$ cat config.mk
export PLATFORM = sky130hd
export DESIGN_NAME = raster_sync_gen
export DESIGN_NICKNAME = d
export VERILOG_FILES = /design/src/rtl/raster_pkg.sv /design/src/rtl/raster_mode_sel.sv /design/src/rtl/raster_axis_cnt.sv /design/src/rtl/raster_sync_gen.sv
export SDC_FILE = /design/constraint.sdc
export NUM_CORES = 1
export LEC_CHECK = 0
export CAP_MARGIN = 10
export CORE_MARGIN = 10
export CORE_UTILIZATION = 40
export CTS_CLUSTER_DIAMETER = 30
export DETAILED_ROUTE_END_ITERATION = 16
export GPL_TIMING_DRIVEN = 1
export MAX_ROUTING_LAYER = met4
export PLACE_DENSITY = 0.65
export SYNTH_ARGS = -nofsm -noshare
export SYNTH_HDL_FRONTEND = slang
export SYNTH_SLANG_ARGS = --single-unit
export TNS_END_PERCENT = 1
$ cat constraint.sdc
create_clock -name clk_i -period 4.3 [get_ports clk_i]
set_input_delay 1.29 -clock clk_i [delete_from_list [all_inputs] [get_ports clk_i]]
set_output_delay 1.29 -clock clk_i [all_outputs]
set_load 0.02 [all_outputs]
$ cat src/rtl/raster_pkg.sv
package raster_pkg;

  localparam int SEG_W = 12;

  typedef struct packed {
    logic [SEG_W-1:0] disp;
    logic [SEG_W-1:0] fp;
    logic [SEG_W-1:0] pw;
    logic [SEG_W-1:0] bp;
  } seg_t;

  localparam seg_t VGA_H = '{disp: 12'd640,  fp: 12'd13, pw: 12'd95,  bp: 12'd47};
  localparam seg_t VGA_V = '{disp: 12'd480,  fp: 12'd13, pw: 12'd2,   bp: 12'd33};
  localparam seg_t XGA_H = '{disp: 12'd1024, fp: 12'd24, pw: 12'd136, bp: 12'd160};
  localparam seg_t XGA_V = '{disp: 12'd768,  fp: 12'd9,  pw: 12'd6,   bp: 12'd23};

  function automatic int unsigned seg_total(seg_t s);
    return int'(s.disp) + int'(s.fp) + int'(s.pw) + int'(s.bp);
  endfunction

  function automatic int unsigned sync_start(seg_t s);
    return int'(s.disp) + int'(s.fp);
  endfunction

  function automatic int unsigned sync_end(seg_t s);
    return int'(s.disp) + int'(s.fp) + int'(s.pw);
  endfunction

endpackage

$ cat src/rtl/raster_mode_sel.sv
module raster_mode_sel
  import raster_pkg::*;
#(
  parameter seg_t M0_H = VGA_H,
  parameter seg_t M0_V = VGA_V,
  parameter seg_t M1_H = XGA_H,
  parameter seg_t M1_V = XGA_V
) (
  input  logic clk_i,
  input  logic rst_ni,
  input  logic mode_i,
  input  logic load_i,
  output logic mode_o,
  output seg_t h_seg_o,
  output seg_t v_seg_o
);

  localparam int NMODE = 2;
  seg_t h_tab [NMODE];
  seg_t v_tab [NMODE];
  logic mode_q;

  assign h_tab[0] = M0_H;
  assign h_tab[1] = M1_H;
  assign v_tab[0] = M0_V;
  assign v_tab[1] = M1_V;

  // mode latched on the last clock of a frame only
  always_ff @(posedge clk_i or negedge rst_ni) begin
    if (!rst_ni)     mode_q <= 1'b0;
    else if (load_i) mode_q <= mode_i;
  end

  assign mode_o  = mode_q;
  assign h_seg_o = h_tab[mode_q];
  assign v_seg_o = v_tab[mode_q];

endmodule

$ cat src/rtl/raster_axis_cnt.sv
module raster_axis_cnt
  import raster_pkg::*;
#(
  parameter int W = 11
) (
  input  logic         clk_i,
  input  logic         rst_ni,
  input  logic         step_i,
  input  seg_t         seg_i,
  output logic [W-1:0] cnt_o,
  output logic         last_o,
  output logic         sync_no,
  output logic         blank_o,
  output logic         blank_nxt_o
);

  logic [W-1:0] cnt_q, cnt_d;
  logic         sync_q, sync_d;
  logic         blank_q, blank_d;
  int unsigned  total_m1;
  int unsigned  cnt_d_u;

  assign total_m1 = seg_total(seg_i) - 1;
  assign last_o   = (32'(cnt_q) == total_m1);

  always_comb begin
    cnt_d = cnt_q;
    if (step_i) cnt_d = last_o ? '0 : cnt_q + 1'b1;
  end

  // flags registered from the next count so they align with cnt_o
  assign cnt_d_u = 32'(cnt_d);
  assign blank_d = (cnt_d_u >= 32'(seg_i.disp));
  assign sync_d  = !((cnt_d_u >= sync_start(seg_i)) && (cnt_d_u < sync_end(seg_i)));

  always_ff @(posedge clk_i or negedge rst_ni) begin
    if (!rst_ni) begin
      cnt_q   <= '0;
      sync_q  <= 1'b1;
      blank_q <= 1'b0;
    end else begin
      cnt_q   <= cnt_d;
      sync_q  <= sync_d;
      blank_q <= blank_d;
    end
  end

  assign cnt_o       = cnt_q;
  assign sync_no     = sync_q;
  assign blank_o     = blank_q;
  assign blank_nxt_o = blank_d;

endmodule

$ cat src/rtl/raster_sync_gen.sv
module raster_sync_gen
  import raster_pkg::*;
#(
  parameter int   H_W  = 11,
  parameter int   V_W  = 10,
  parameter seg_t M0_H = VGA_H,
  parameter seg_t M0_V = VGA_V,
  parameter seg_t M1_H = XGA_H,
  parameter seg_t M1_V = XGA_V
) (
  input  logic           clk_i,
  input  logic           rst_ni,
  input  logic           mode_i,
  output logic [H_W-1:0] hcount_o,
  output logic [V_W-1:0] vcount_o,
  output logic           hsync_o,
  output logic           vsync_o,
  output logic           hblank_o,
  output logic           vblank_o,
  output logic           blank_o
);

  seg_t h_seg, v_seg;
  logic act_mode;
  logic h_last, v_last, frame_last;
  logic h_blank_nxt, v_blank_nxt;
  logic blank_q;

  assign frame_last = h_last & v_last;

  raster_mode_sel #(
    .M0_H(M0_H), .M0_V(M0_V), .M1_H(M1_H), .M1_V(M1_V)
  ) u_mode (
    .clk_i  (clk_i),
    .rst_ni (rst_ni),
    .mode_i (mode_i),
    .load_i (frame_last),
    .mode_o (act_mode),
    .h_seg_o(h_seg),
    .v_seg_o(v_seg)
  );

  raster_axis_cnt #(.W(H_W)) u_hcnt (
    .clk_i      (clk_i),
    .rst_ni     (rst_ni),
    .step_i     (1'b1),
    .seg_i      (h_seg),
    .cnt_o      (hcount_o),
    .last_o     (h_last),
    .sync_no    (hsync_o),
    .blank_o    (hblank_o),
    .blank_nxt_o(h_blank_nxt)
  );

  raster_axis_cnt #(.W(V_W)) u_vcnt (
    .clk_i      (clk_i),
    .rst_ni     (rst_ni),
    .step_i     (h_last),
    .seg_i      (v_seg),
    .cnt_o      (vcount_o),
    .last_o     (v_last),
    .sync_no    (vsync_o),
    .blank_o    (vblank_o),
    .blank_nxt_o(v_blank_nxt)
  );

  always_ff @(posedge clk_i or negedge rst_ni) begin
    if (!rst_ni) blank_q <= 1'b0;
    else         blank_q <= h_blank_nxt | v_blank_nxt;
  end

  assign blank_o = blank_q;

endmodule

==> flow_metrics.py <==
metrics = {
    "synthesis": {
        "synth.distinct_cells": 60,
        "synth_cells": 220,
        "seq_area_frac_synth_pct": 33.1,
        "synth_edf_count": 0,
        "syn_avg_cell_area_um2": 9.30,
        "syn_area_mm2": 0.00205,
        "ys_ff_latch": 27,
        "synth_ff_type": "dfrtp_1",
        "synth_nets": 240,
        "yosysWarningCount": 0,
        "async_flop_share_pct": 100,
    },
    "placed_design": {
        "dp_hpwl_um": 3870,
        "dp.cells": 307,
        "routabilityCongestion": 0.903,
        "post-place-ws_ns": 0.987,
        "io_buffers": 28,
    },
    "clocking": {
        "cts_max_level": 1,
        "post_cts_resized": 0,
        "path_clk_slew_ns": 0.10,
        "cts_setup_buffers": 0,
        "cts_num_sinks": 27,
        "hold_buffers": 0,
        "cts_buffers": 3,
        "clk_latency_ns": 0.27,
        "clk_path_buf_depth": 2,
        "cts_root_buf": "clkbuf_8",
        "cts_tree": "yes",
    },
    "setup_path": {
        "crit_required_ns": 4.46,
        "crit_type": "reg -> reg",
        "cp_slowest_stage_delay_ns": 0.57,
        "critPathSlowestCell": "or4_4",
        "ff2ff_path_depth": 13,
        "cp-start-kind": "register",
        "cp.arrival_ns": 3.48,
        "worstSetupEndpointType": "register",
        "cp_cell_sequence": "buf_4 > or4_4 > o22ai_4 > nand2_4 > nor3_2 > xor2_1 > ha_1 > nor2b_1 > o21ai_0 > nand2b_1 > a21oi_1 > nor2_1 > nand4b_1",
        "cp_max_fo": 16,
    },
    "run_status": {
        "status": "finished clean",
    },
    "detailed_routing": {
        "drt_iter0_markers": 192,
        "ant_nets": 0,
        "drt_first_pass_iters": 4,
        "vias": 1809,
        "drc": 0,
        "viasPerCell": 5.82,
        "drt_wl_total_um": 5220,
        "wl_per_cell_um": 16.8,
    },
    "global_route": {
        "grt.overflow.total": 0,
        "grt_first_pass_wirelength_um": 9040,
        "grt_usage_pct": 13.1,
        "first_global_vias": 1713,
        "grt_start_max_net_pins": 28,
        "antenna_found_initial": 0,
    },
    "hold_path": {
        "whs_path_depth": 1,
        "worstHoldPathType": "reg -> reg",
    },
    "timing": {
        "hold_viol_final": 0,
        "min_period_ns": 3.32,
        "finalSetupTns_ns": 0,
        "max_freq_mhz": 301,
        "slew-limit-headroom_pct": 63.1,
        "setup_viol": 0,
        "max_slew.worst_pin.slew_ns": 0.551,
        "finalMaxSlewViolations": 0,
        "finalCritPeriodShare_pct": 77.2,
        "clock_skew_ns": 0.00217,
        "rsz0062_at_grt": "no",
        "setup_ws_ns": 0.978,
    },
    "floorplanning": {
        "ios": 29,
        "rows": 25,
        "die_w_um": 91.5,
        "start_util_pct": 42.2,
        "die_h_um": 91.5,
        "core_area_mm2": 0.00485,
        "die_area_mm2": 0.00838,
    },
    "final_layout": {
        "fin_nets": 265,
        "n_antenna_cell": 0,
        "drive_above_1_share_pct": 9.84,
        "fill_cells": 475,
        "area_growth_pct": 18.2,
        "stdcell_count": 311,
    },
    "power": {
        "power_density_mw_per_mm2": 170,
        "p_leak_nw": 0.921,
        "ir_drop_uv": 113,
    },
    "flow_run": {
        "maxCapViolCount": 0,
    },
}
kinds of logic (layout without fill, tap and decap cells):
kind of cell | after synthesis | count (layout) | share of synthesized area, %
xor gates and xnor gates | 11 | 11 | 4.71
and+or+nand+nor | 95 | 95 | 27.5
adders and majority gates | 17 | 17 | 10.4
AOI/OAI and AO/OA | 51 | 51 | 19.6
muxes | 1 | 1 | 0.673
DFF | 27 | 27 | 33.1
buffers and inverters | 18 | 42 | 3.98
routing by layer:
| metal | global-route usage, % | share of wire [%] | vias up |
|---|---|---|---|
| li1 | - | - | 869 |
| met1 | 18.1 | 46 | 857 |
| met2 | 19.0 | 46 | 77 |
| met3 | 1.73 | 7.2 | 6 |
| met4 | 4.44 | 1.1 | 0 |
| met5 | - | 0 | - |
state kept, by name, indices dropped and copies added (netlist names):
| name | flops |
|---|---|
| u_hcnt.blank_o | 1 |
| u_mode.mode_o | 1 |
| u_vcnt.sync_no | 1 |
| u_hcnt.cnt_o | 11 |
| blank_o | 1 |
| u_vcnt.cnt_o | 10 |
| u_vcnt.blank_o | 1 |
| u_hcnt.sync_no | 1 |
power by group:
part	internal, mW	total (mW)	switching (mW)
Clock	0.0665	0.151	0.0840
Sequential	0.254	0.254	0
Combinational	0.00218	0.00738	0.00520
Total	0.323	0.412	0.0892
Yosys cell counts (3+ instances only):
master	number	area [um^2]
nand4b_1	5	43.8
nor4b_1	3	26.3
a311o_1	3	30.0
xnor2_1	7	61.3
inv_1	8	30.0
nand4_1	7	43.8
a31oi_1	4	25.0
xor2_1	4	35.0
nor3_1	5	25.0
dfrtp_1	25	626
clkbuf_1	6	22.5
o21ai_0	10	50.1
nand2_1	15	56.3
and2_1	4	25.0
nor2_1	21	78.8
ha_1	17	213
nand3_1	11	55.1
a21oi_1	7	35.0
nand2b_1	5	31.3
o21a_1	4	30.0
and3_1	4	25.0
final cells by class:
class	instances	area [um^2]	share of cell area (%)
clock buffer	4	45.0	1.86
inverter	8	30.0	1.24
timing repair buffer	30	295	12.2
tap	67	83.8	3.47
multi-input combinational	175	1290	53.2
sequential	27	678	28.0
cell usage in the layout, fill, tap and decap left out, types with 4 or more instances in the layout:
master / instances
nor3_1: 5
and3_1: 4
nand4b_1: 5
dfrtp_1: 25
o21ai_0: 10
ha_1: 17
a31oi_1: 4
nor2_1: 21
nand2b_1: 5
and2_1: 4
nand4_1: 7
xor2_1: 4
clkdlybuf4s50_1: 28
a21oi_1: 7
o21a_1: 4
inv_1: 8
nand2_1: 15
nand3_1: 11
xnor2_1: 7
critical path, delay by kind of cell, from the launching register on:
kind,cells,cell delay (ns)
flip-flops,1,0.37
XOR/XNOR,1,0.24
AND/OR/NAND/NOR,7,1.44
adder cells (fa/ha/maj),1,0.28
AO/OA/AOI/OAI,3,0.68
buffers and inverters,1,0.19
per-stage QoR:
step | power [mW] | util (%) | instance area [um^2] | hold WS (ns)
6_report | 0.412 | 49.9 | 2420 | 0.536
3_5_place_dp | 0.267 | 49.0 | 2370 | 0.536
4_1_cts | 0.418 | 49.9 | 2420 | 0.550
5_1_grt | 0.427 | 49.9 | 2420 | 0.589
2_1_floorplan | 0.259 | - | 2050 | 0.617
3_3_place_gp | 0.267 | 49.0 | 2370 | 0.528
final timing paths:
check                      slack, ns         endpoint            start
setup / recovery                0.98          blank_o    u_mode.mode_o
hold / removal                  0.54  u_vcnt.cnt_o[9]  u_vcnt.cnt_o[9]
setup reg to reg                0.98          blank_o    u_mode.mode_o
hold reg to reg                 0.54  u_vcnt.cnt_o[9]  u_vcnt.cnt_o[9]
max in group asynchronous       2.60   u_vcnt.sync_no           rst_ni
min in group asynchronous       1.39  u_vcnt.cnt_o[9]           rst_ni
No activity file was read; power rests on OpenSTA's default activity.
